===== src/rtl/tp_pkg.sv =====
package tp_pkg;

  typedef enum logic [2:0] {
    TP_LIVE   = 3'b000,
    TP_FRAME  = 3'b001,
    TP_ALT    = 3'b010,
    TP_LIVE_A = 3'b011,
    TP_ONES   = 3'b100,
    TP_LIVE_B = 3'b101,
    TP_ZEROS  = 3'b110,
    TP_RAMP   = 3'b111
  } tp_mode_e;

  localparam int unsigned TP_MAX_W = 32;

  // alternating word, least significant bit set
  function automatic logic [TP_MAX_W-1:0] alt_word(input int unsigned w);
    logic [TP_MAX_W-1:0] r;
    r = '0;
    for (int unsigned i = 0; i < TP_MAX_W; i++)
      if (i < w) r[i] = (i % 2 == 0);
    return r;
  endfunction

  // upper half set, lower floor(w/2) bits clear
  function automatic logic [TP_MAX_W-1:0] frame_word(input int unsigned w);
    logic [TP_MAX_W-1:0] r;
    r = '0;
    for (int unsigned i = 0; i < TP_MAX_W; i++)
      if (i < w && i >= w / 2) r[i] = 1'b1;
    return r;
  endfunction

endpackage


===== src/rtl/tp_ramp_ctr.sv =====
module tp_ramp_ctr #(
  parameter int unsigned W = 14
) (
  input  logic         clk,
  input  logic         rst,
  input  logic         smp_vld,
  input  logic         ramp_sel,
  output logic [W-1:0] ramp_val
);
  logic [W-1:0] cnt_q;
  logic         in_ramp_q;
  logic         restart;

  assign restart  = ramp_sel && !in_ramp_q;
  assign ramp_val = restart ? '0 : cnt_q;

  always_ff @(posedge clk) begin
    if (rst) begin
      cnt_q     <= '0;
      in_ramp_q <= 1'b0;
    end else if (smp_vld) begin
      in_ramp_q <= ramp_sel;
      if (ramp_sel) cnt_q <= ramp_val + 1'b1;
    end
  end
endmodule


===== src/rtl/tp_word_sel.sv =====
module tp_word_sel #(
  parameter int unsigned W = 14
) (
  input  logic [2:0]   mode,
  input  logic [W-1:0] ramp_val,
  input  logic [W-1:0] live_din,
  output logic [W-1:0] word
);
  import tp_pkg::*;

  localparam logic [TP_MAX_W-1:0] ALT_FULL   = alt_word(W);
  localparam logic [TP_MAX_W-1:0] FRAME_FULL = frame_word(W);
  localparam logic [W-1:0]        ALT_W      = ALT_FULL[W-1:0];
  localparam logic [W-1:0]        FRAME_W    = FRAME_FULL[W-1:0];

  always_comb begin
    case (tp_mode_e'(mode))
      TP_RAMP:  word = ramp_val;
      TP_ZEROS: word = '0;
      TP_ONES:  word = '1;
      TP_ALT:   word = ALT_W;
      TP_FRAME: word = FRAME_W;
      default:  word = live_din;
    endcase
  end
endmodule


===== src/rtl/tp_pattern_gen.sv =====
module tp_pattern_gen #(
  parameter int unsigned W = 14
) (
  input  logic         clk,
  input  logic         rst,
  input  logic         smp_vld,
  input  logic [2:0]   tp_mode,
  input  logic [W-1:0] adc_din,
  output logic [W-1:0] tp_dout
);
  import tp_pkg::*;

  logic         ramp_sel;
  logic [W-1:0] ramp_val;
  logic [W-1:0] sel_word;

  assign ramp_sel = (tp_mode == TP_RAMP);

  tp_ramp_ctr #(.W(W)) ramp_i (
    .clk(clk), .rst(rst), .smp_vld(smp_vld),
    .ramp_sel(ramp_sel), .ramp_val(ramp_val)
  );

  tp_word_sel #(.W(W)) sel_i (
    .mode(tp_mode), .ramp_val(ramp_val),
    .live_din(adc_din), .word(sel_word)
  );

  always_ff @(posedge clk) begin
    if (rst)          tp_dout <= '0;
    else if (smp_vld) tp_dout <= sel_word;
  end
endmodule


===== config.mk =====
export PLATFORM = sky130hd
export DESIGN_NAME = tp_pattern_gen
export DESIGN_NICKNAME = d
export VERILOG_FILES = /design/src/rtl/tp_pkg.sv /design/src/rtl/tp_ramp_ctr.sv /design/src/rtl/tp_word_sel.sv /design/src/rtl/tp_pattern_gen.sv
export SDC_FILE = /design/constraint.sdc
export NUM_CORES = 1
export LEC_CHECK = 0
export CAP_MARGIN = 20
export CORE_AREA = 5 5 63 65
export DETAILED_ROUTE_END_ITERATION = 10
export DIE_AREA = 0 0 68 70
export GPL_ROUTABILITY_DRIVEN = 0
export GPL_TIMING_DRIVEN = 0
export HOLD_SLACK_MARGIN = 0.08
export PLACE_DENSITY = 0.77
export SETUP_SLACK_MARGIN = 0.2
export SYNTH_ARGS = -nofsm -noshare
export SYNTH_HDL_FRONTEND = slang
export SYNTH_SLANG_ARGS = --single-unit

===== constraint.sdc =====
create_clock -name clk -period 4.35 [get_ports clk]
set_clock_uncertainty 0.1 [all_clocks]
set_input_delay 0.435 -clock clk [delete_from_list [all_inputs] [get_ports clk]]
set_output_delay 0.435 -clock clk [all_outputs]
set_load 0.01 [all_outputs]

==> metrics.cfg, run 1 <==
[sta]
tightest_slew_ns = 0.453
fmax_mhz = 386
finalSetupViolCount = 0
whs_ns = 0.369
tns_ns = 0
final_hold_viol_count = 0
min_period_over_period_pct = 59.6
max_slew_margin_pct = 69.0
final_max_slew_viol_count = 0
period_needed_ns = 2.59
rsz0062_at_grt = false

[setup_path]
crit_path_start_kind = input pin
slowest_stage = clkdlybuf4s50_1
cp_top_family = buffers and inverters
crit_chain = clkdlybuf4s50_1 > nand4b_1 > clkbuf_1 > and2_1 > ha_1 > nand4_1 > or2_1 > o311ai_0 > a21oi_1
crit_fanout = 10
path_buf_inv = 2
worstSetupPathType = in -> reg
endpoint_kind = flop
slowest_delay_ns = 0.55
critPathArrivalTime_ns = 2.70
crit_required_ns = 4.45

[global_routing]
grt-ovfl-total = 0
antenna_found_initial = 0
grt_pass1_vias = 1541
grt_usage_pct = 19.7
grt_max_degree = 11
grt_pass1_wl_mm = 7.22

[hold_path]
hold_class = reg -> reg

[job]
cap_violations = 0

[synthesis]
synth-seq-cells = 29
ys.flop_type = dfxtp_1
synth-async-reset-ratio_pct = 0
synth_fp_nets = 227
ys_warn_count = 0
syn_area_per_cell_um2 = 7.88
syn_inst = 206
synth_edf_count = 0
ys_types = 43
syn_area_um2 = 1620
ys_seq_area_share_pct = 35.7

[floorplan]
start_util_pct = 49.4
fp.coreArea_um2 = 3280
num_rows = 21
fp.dieW_um = 68
ioPinCount = 34
die_y_um = 70
dieArea_um2 = 4760

[clocking]
clk_path_buf_depth = 2
clock-sinks = 29
clockRootBuffer = clkbuf_4
post_cts_resized = 0
clk_pin_slew_ns = 0.10
cts_tree = yes
cts_buffers = 5
cts.hold.buffers_added = 0
insertion_delay_ns = 0.33
cts-htree-levels = 2
post_cts_buffers = 0

[placed_design]
io_buffers = 32
place_hpwl_mm = 3.17

[routing]
drt_iter0_markers = 130
totalWireLength_mm = 4.27
ant_nets = 0
vias = 1634
wire_per_inst_um = 14.6
via_per_inst = 5.60
drtPass1Iterations = 4
drcViolationCount = 0

[power]
switchingPower_uw = 155
power.density_nw_per_um2 = 264
internal_power_uw = 387
ir_drop_mv = 0.217
pwr-share-seq_pct = 51.7
combPwrFrac_pct = 18.5
power_switching_share_pct = 28.6
leakagePower_uw = 0.000763
clockPowerShare_pct = 29.8
power_uw = 542

[layout]
final_cell_mix = clkdlybuf4s50_1 (32), dfxtp_1 (29), a21oi_1 (25), nand2_1 (20), o21ai_0 (15)
final_core_util_pct = 62.6
areaGrowthSynthToFinish_pct = 26.7
mostFrequentLayoutCell = clkdlybuf4s50_1
fin_nets = 266
drive_gt1_share_pct = 7.32
n_antenna_cell = 0

[run_status]
status = completed

[final cells by class]
class                      instances  area, um^2
buffer                            13        63.8
clock buffer                       5        37.5
clock inverter                     3        17.5
fill                             314        1230
inverter                           7        26.3
multi-input combinational        157         953
sequential                        29         581
tap                               46        57.6
timing repair buffer              32         320
[state kept, by name (all words and copies together), names as in the netlist]
| register | flops |
|---|---|
| ramp_i.cnt_q | 14 |
| ramp_i.in_ramp_q | 1 |
| tp_dout | 14 |
[path summary, 6_finish.rpt]
kind | depth (start not counted) | slack, ns | to | from
setup / recovery | 9 | 1.76 | ramp_i.cnt_q[6]$_SDFFE_PP0P_ | tp_mode[0]
hold / removal | 2 | 0.37 | tp_dout[0]$_SDFFE_PP0P_ | tp_dout[0]$_SDFFE_PP0P_
setup reg to reg | 8 | 2.05 | ramp_i.cnt_q[6]$_SDFFE_PP0P_ | ramp_i.in_ramp_q$_SDFFE_PP0P_
hold reg to reg | 2 | 0.37 | tp_dout[0]$_SDFFE_PP0P_ | tp_dout[0]$_SDFFE_PP0P_
[power by group through the flow]
| stage | Clock, uW | Combinational, uW | Sequential, uW |
|---|---|---|---|
| after floorplan | 0 | 47.1 | 290 |
| after global placement | 0 | 99.9 | 286 |
| after detailed placement | 0 | 99.9 | 287 |
| after CTS | 166 | 101 | 281 |
| after global routing | 183 | 111 | 282 |
| final | 162 | 100 | 280 |
[cell usage after synthesis, drive strengths merged (4+ instances only)]
master   n  area (um^2)
a211o    4         35.0
a21o     5         37.5
a21oi   25          125
buf      7         41.3
clkbuf   6         22.5
dfxtp   29          581
inv      7         26.3
mux2i    5         50.1
nand2   20         75.1
nand3   10         50.1
nand3b   4         30.0
nand4    5         43.8
nor2    13         48.8
nor3     5         25.0
nor4     5         31.3
o21ai   16         80.1
xor2     4         35.0
[cells by family (layout without fill, tap and decap cells)]
| kind of cell | count (synthesis) | count (layout) | synth area share, % |
|---|---|---|---|
| AND/OR/NAND/NOR | 79 | 79 | 25.9 |
| AO/OA/AOI/OAI | 63 | 63 | 23.7 |
| flip-flops | 29 | 29 | 35.7 |
| buffers and inverters | 20 | 60 | 5.55 |
| multiplexers | 6 | 6 | 3.78 |
| XOR/XNOR | 5 | 5 | 2.70 |
| adder cells (fa/ha/maj) | 4 | 4 | 2.62 |
[layer usage]
metal  up-vias  part of all wire [%]  global-route usage, %
met5         -                     0                      0
met4         0                   2.7                   8.61
met3        15                   4.8                   6.41
met2        55                    44                   28.6
met1       735                    48                   26.2
li1        829                     -                      -
[worst register-to-register path, delay by kind of cell, from the launching register on]
family / cells / cell delay [ns]
and+or+nand+nor: 4 / 0.77
DFF: 1 / 0.40
AOI/OAI and AO/OA: 2 / 0.41
buffers and inverters: 1 / 0.33
adders and majority gates: 1 / 0.18
[stage by stage]
stage | std cells | setup slack [ns] | instance area (um^2)
global route | 292 | 1.59 | 2060
finish | 292 | 1.76 | 2060
CTS | 292 | 1.81 | 2060
global placement | 284 | 1.46 | 2000
detailed placement | 284 | 1.46 | 2000
floorplan | 206 | 2.17 | 1620
Power figures use the tool's default switching activity.
==> run 2: changes to the inputs <==
clock period = 2.43 ns   (was 4.35 ns; I/O delays follow)
==> run 2 against run 1 <==
- critical path depth is 1 lower
- design area is 0.37% higher
- register-to-register slack worse by 1.7 ns
- via count is 0.37% lower
- non-clock buffer count stayed put
- sequential cell count stayed put
- critical path type is now reg -> reg
- final cell count stayed put
- combinational power is 79% higher
- sequential power is 79% higher
- wire length is 0.63% higher
- count of clock-buffer cells in the layout stayed put
==> metrics.cfg, run 2 (synthesized netlist as in run 1, its figures left out) <==
[run_status]
status = completed

[global_routing]
grt_usage_pct = 19.7  ; unchanged
grt_pass1_wl_mm = 7.22  ; unchanged
antenna_found_initial = 0  ; unchanged
grt_pass1_vias = 1541  ; unchanged
grt_max_degree = 11  ; unchanged
grt-ovfl-total = 0  ; unchanged

[setup_path]
path_buf_inv = 1  ; -1
reg2reg_slack_ns = 0.32  ; -1.73 ns
worstSetupPathType = reg -> reg
crit_chain = nand4b_1 > clkbuf_4 > and2_1 > ha_1 > nand4_1 > or2_4 > or3_1 > a21oi_1
cp_top_family = simple AND/OR/NAND/NOR gates
crit_path_start_kind = flop
slowest_delay_ns = 0.40  ; -0.15 ns
endpoint_kind = flop
crit_required_ns = 2.60  ; -1.85 ns
slowest_stage = dfxtp_1
critPathArrivalTime_ns = 2.28  ; -0.42 ns
crit_fanout = 10  ; unchanged

[sta]
period_needed_ns = 2.11
tightest_slew_ns = 0.456  ; +0.00223 ns
finalSetupViolCount = 0  ; unchanged
final_hold_viol_count = 0  ; unchanged
final_max_slew_viol_count = 0  ; unchanged
fmax_mhz = 474
rsz0062_at_grt = false
max_slew_margin_pct = 68.8  ; -0.15 points
tns_ns = 0  ; unchanged
min_period_over_period_pct = 86.8

[clocking]
clk_path_buf_depth = 2  ; unchanged
post_cts_resized = 2  ; +2
clk_pin_slew_ns = 0.10  ; about the same
insertion_delay_ns = 0.33  ; about the same
cts.hold.buffers_added = 0  ; unchanged
clock-sinks = 29  ; unchanged
cts-htree-levels = 2  ; unchanged
post_cts_buffers = 0  ; unchanged
cts_tree = yes
clockRootBuffer = clkbuf_4
cts_buffers = 5  ; unchanged

[layout]
fin_nets = 266  ; unchanged
areaGrowthSynthToFinish_pct = 27.1
drive_gt1_share_pct = 8.13  ; +0.81 points
n_antenna_cell = 0  ; unchanged
final_core_util_pct = 62.9  ; +0.23 points
final_cell_mix = clkdlybuf4s50_1 (30), dfxtp_1 (29), a21oi_1 (25), nand2_1 (20), o21ai_0 (15)
mostFrequentLayoutCell = clkdlybuf4s50_1
top_regs = ramp_i.cnt_q (14), tp_dout (14), ramp_i.in_ramp_q (1)

[routing]
wire_per_inst_um = 14.7  ; +0.63%
drtPass1Iterations = 4  ; unchanged
drt_iter0_markers = 124  ; -4.6%
vias = 1628  ; -0.37%
via_per_inst = 5.58  ; -0.37%
ant_nets = 0  ; unchanged
totalWireLength_mm = 4.30  ; +0.63%
drcViolationCount = 0  ; unchanged

[power]
leakagePower_uw = 0.000778  ; +2.0%
power.density_nw_per_um2 = 470  ; +78%
ir_drop_mv = 0.389  ; +79%

[floorplan]
ioPinCount = 34  ; unchanged
num_rows = 21  ; unchanged
fp.dieW_um = 68  ; unchanged
dieArea_um2 = 4760  ; unchanged
fp.coreArea_um2 = 3280  ; unchanged
die_y_um = 70  ; unchanged
start_util_pct = 49.4  ; unchanged

[placed_design]
io_buffers = 32  ; unchanged
place_hpwl_mm = 3.17  ; unchanged

[job]
cap_violations = 0  ; unchanged

[hold_path]
hold_class = in -> reg

==> run 2: changes by cell type in the layout (fill, tap and decap cells not counted), sizes merged <==
cell           previous run  this run
dlygate4sd2               0         1
dlymetal6s2s              0         1
clkdlybuf4s50            32        30
==> run 2: tightest hold or removal path: cells and delay by family <==
family / cells / cell delay [ns]
buf+inv: 1 / 0.15
simple gates: 1 / 0.24
compound gates: 1 / 0.09
==> run 2: layout make-up <==
cell class / count / area [um^2]
multi-input cells: 157 / 956
clock buffers: 5 / 37.5
clock inverters: 3 / 17.5
flip-flops and latches: 29 / 581
fillers: 312 / 1220
well taps: 46 / 57.6
repair buffers: 32 / 322
plain buffers: 13 / 67.6
inverters: 7 / 26.3
==> run 2: power breakdown <==
part	total (uW)	internal [uW]	switching, uW
clock network	290	109	181
logic	179	91.9	87.4
registers	502	492	9.47
==> run 2: final timing paths <==
kind / from / endpoint / cells past startpoint
hold reg to reg: tp_dout[0]$_SDFFE_PP0P_ / tp_dout[0]$_SDFFE_PP0P_ / 2
hold / removal: tp_mode[1] / ramp_i.in_ramp_q$_SDFFE_PP0P_ / 3
setup reg to reg: ramp_i.in_ramp_q$_SDFFE_PP0P_ / ramp_i.cnt_q[6]$_SDFFE_PP0P_ / 8
setup / recovery: ramp_i.in_ramp_q$_SDFFE_PP0P_ / ramp_i.cnt_q[6]$_SDFFE_PP0P_ / 8
==> run 2: layer usage <==
layer,track usage (%),vias to the layer above,routed length [um]
li1,-,825,-
met1,26.2,736,2040
met2,28.6,52,1920
met3,6.41,15,230
met4,8.61,0,110
met5,0,-,0
==> run 2: metrics by stage <==
stage	std cells	hold WS [ns]	total power, uW	cell area, um^2	setup slack (ns)
after floorplan	206	0.335	604	1620	0.443
after global placement	284	0.338	691	2000	-0.268
after detailed placement	284	0.352	692	2000	-0.270
after CTS	292	0.322	980	2060	0.216
after global routing	292	0.353	1030	2060	0.215
final	292	0.336	971	2060	0.320
==> run 3: changes to the inputs <==
ABC_CLOCK_PERIOD_IN_PS = 2430   (was not set)
==> results of run 3 <==
The final DEF is identical to that of run 2; final timing and power are the same.
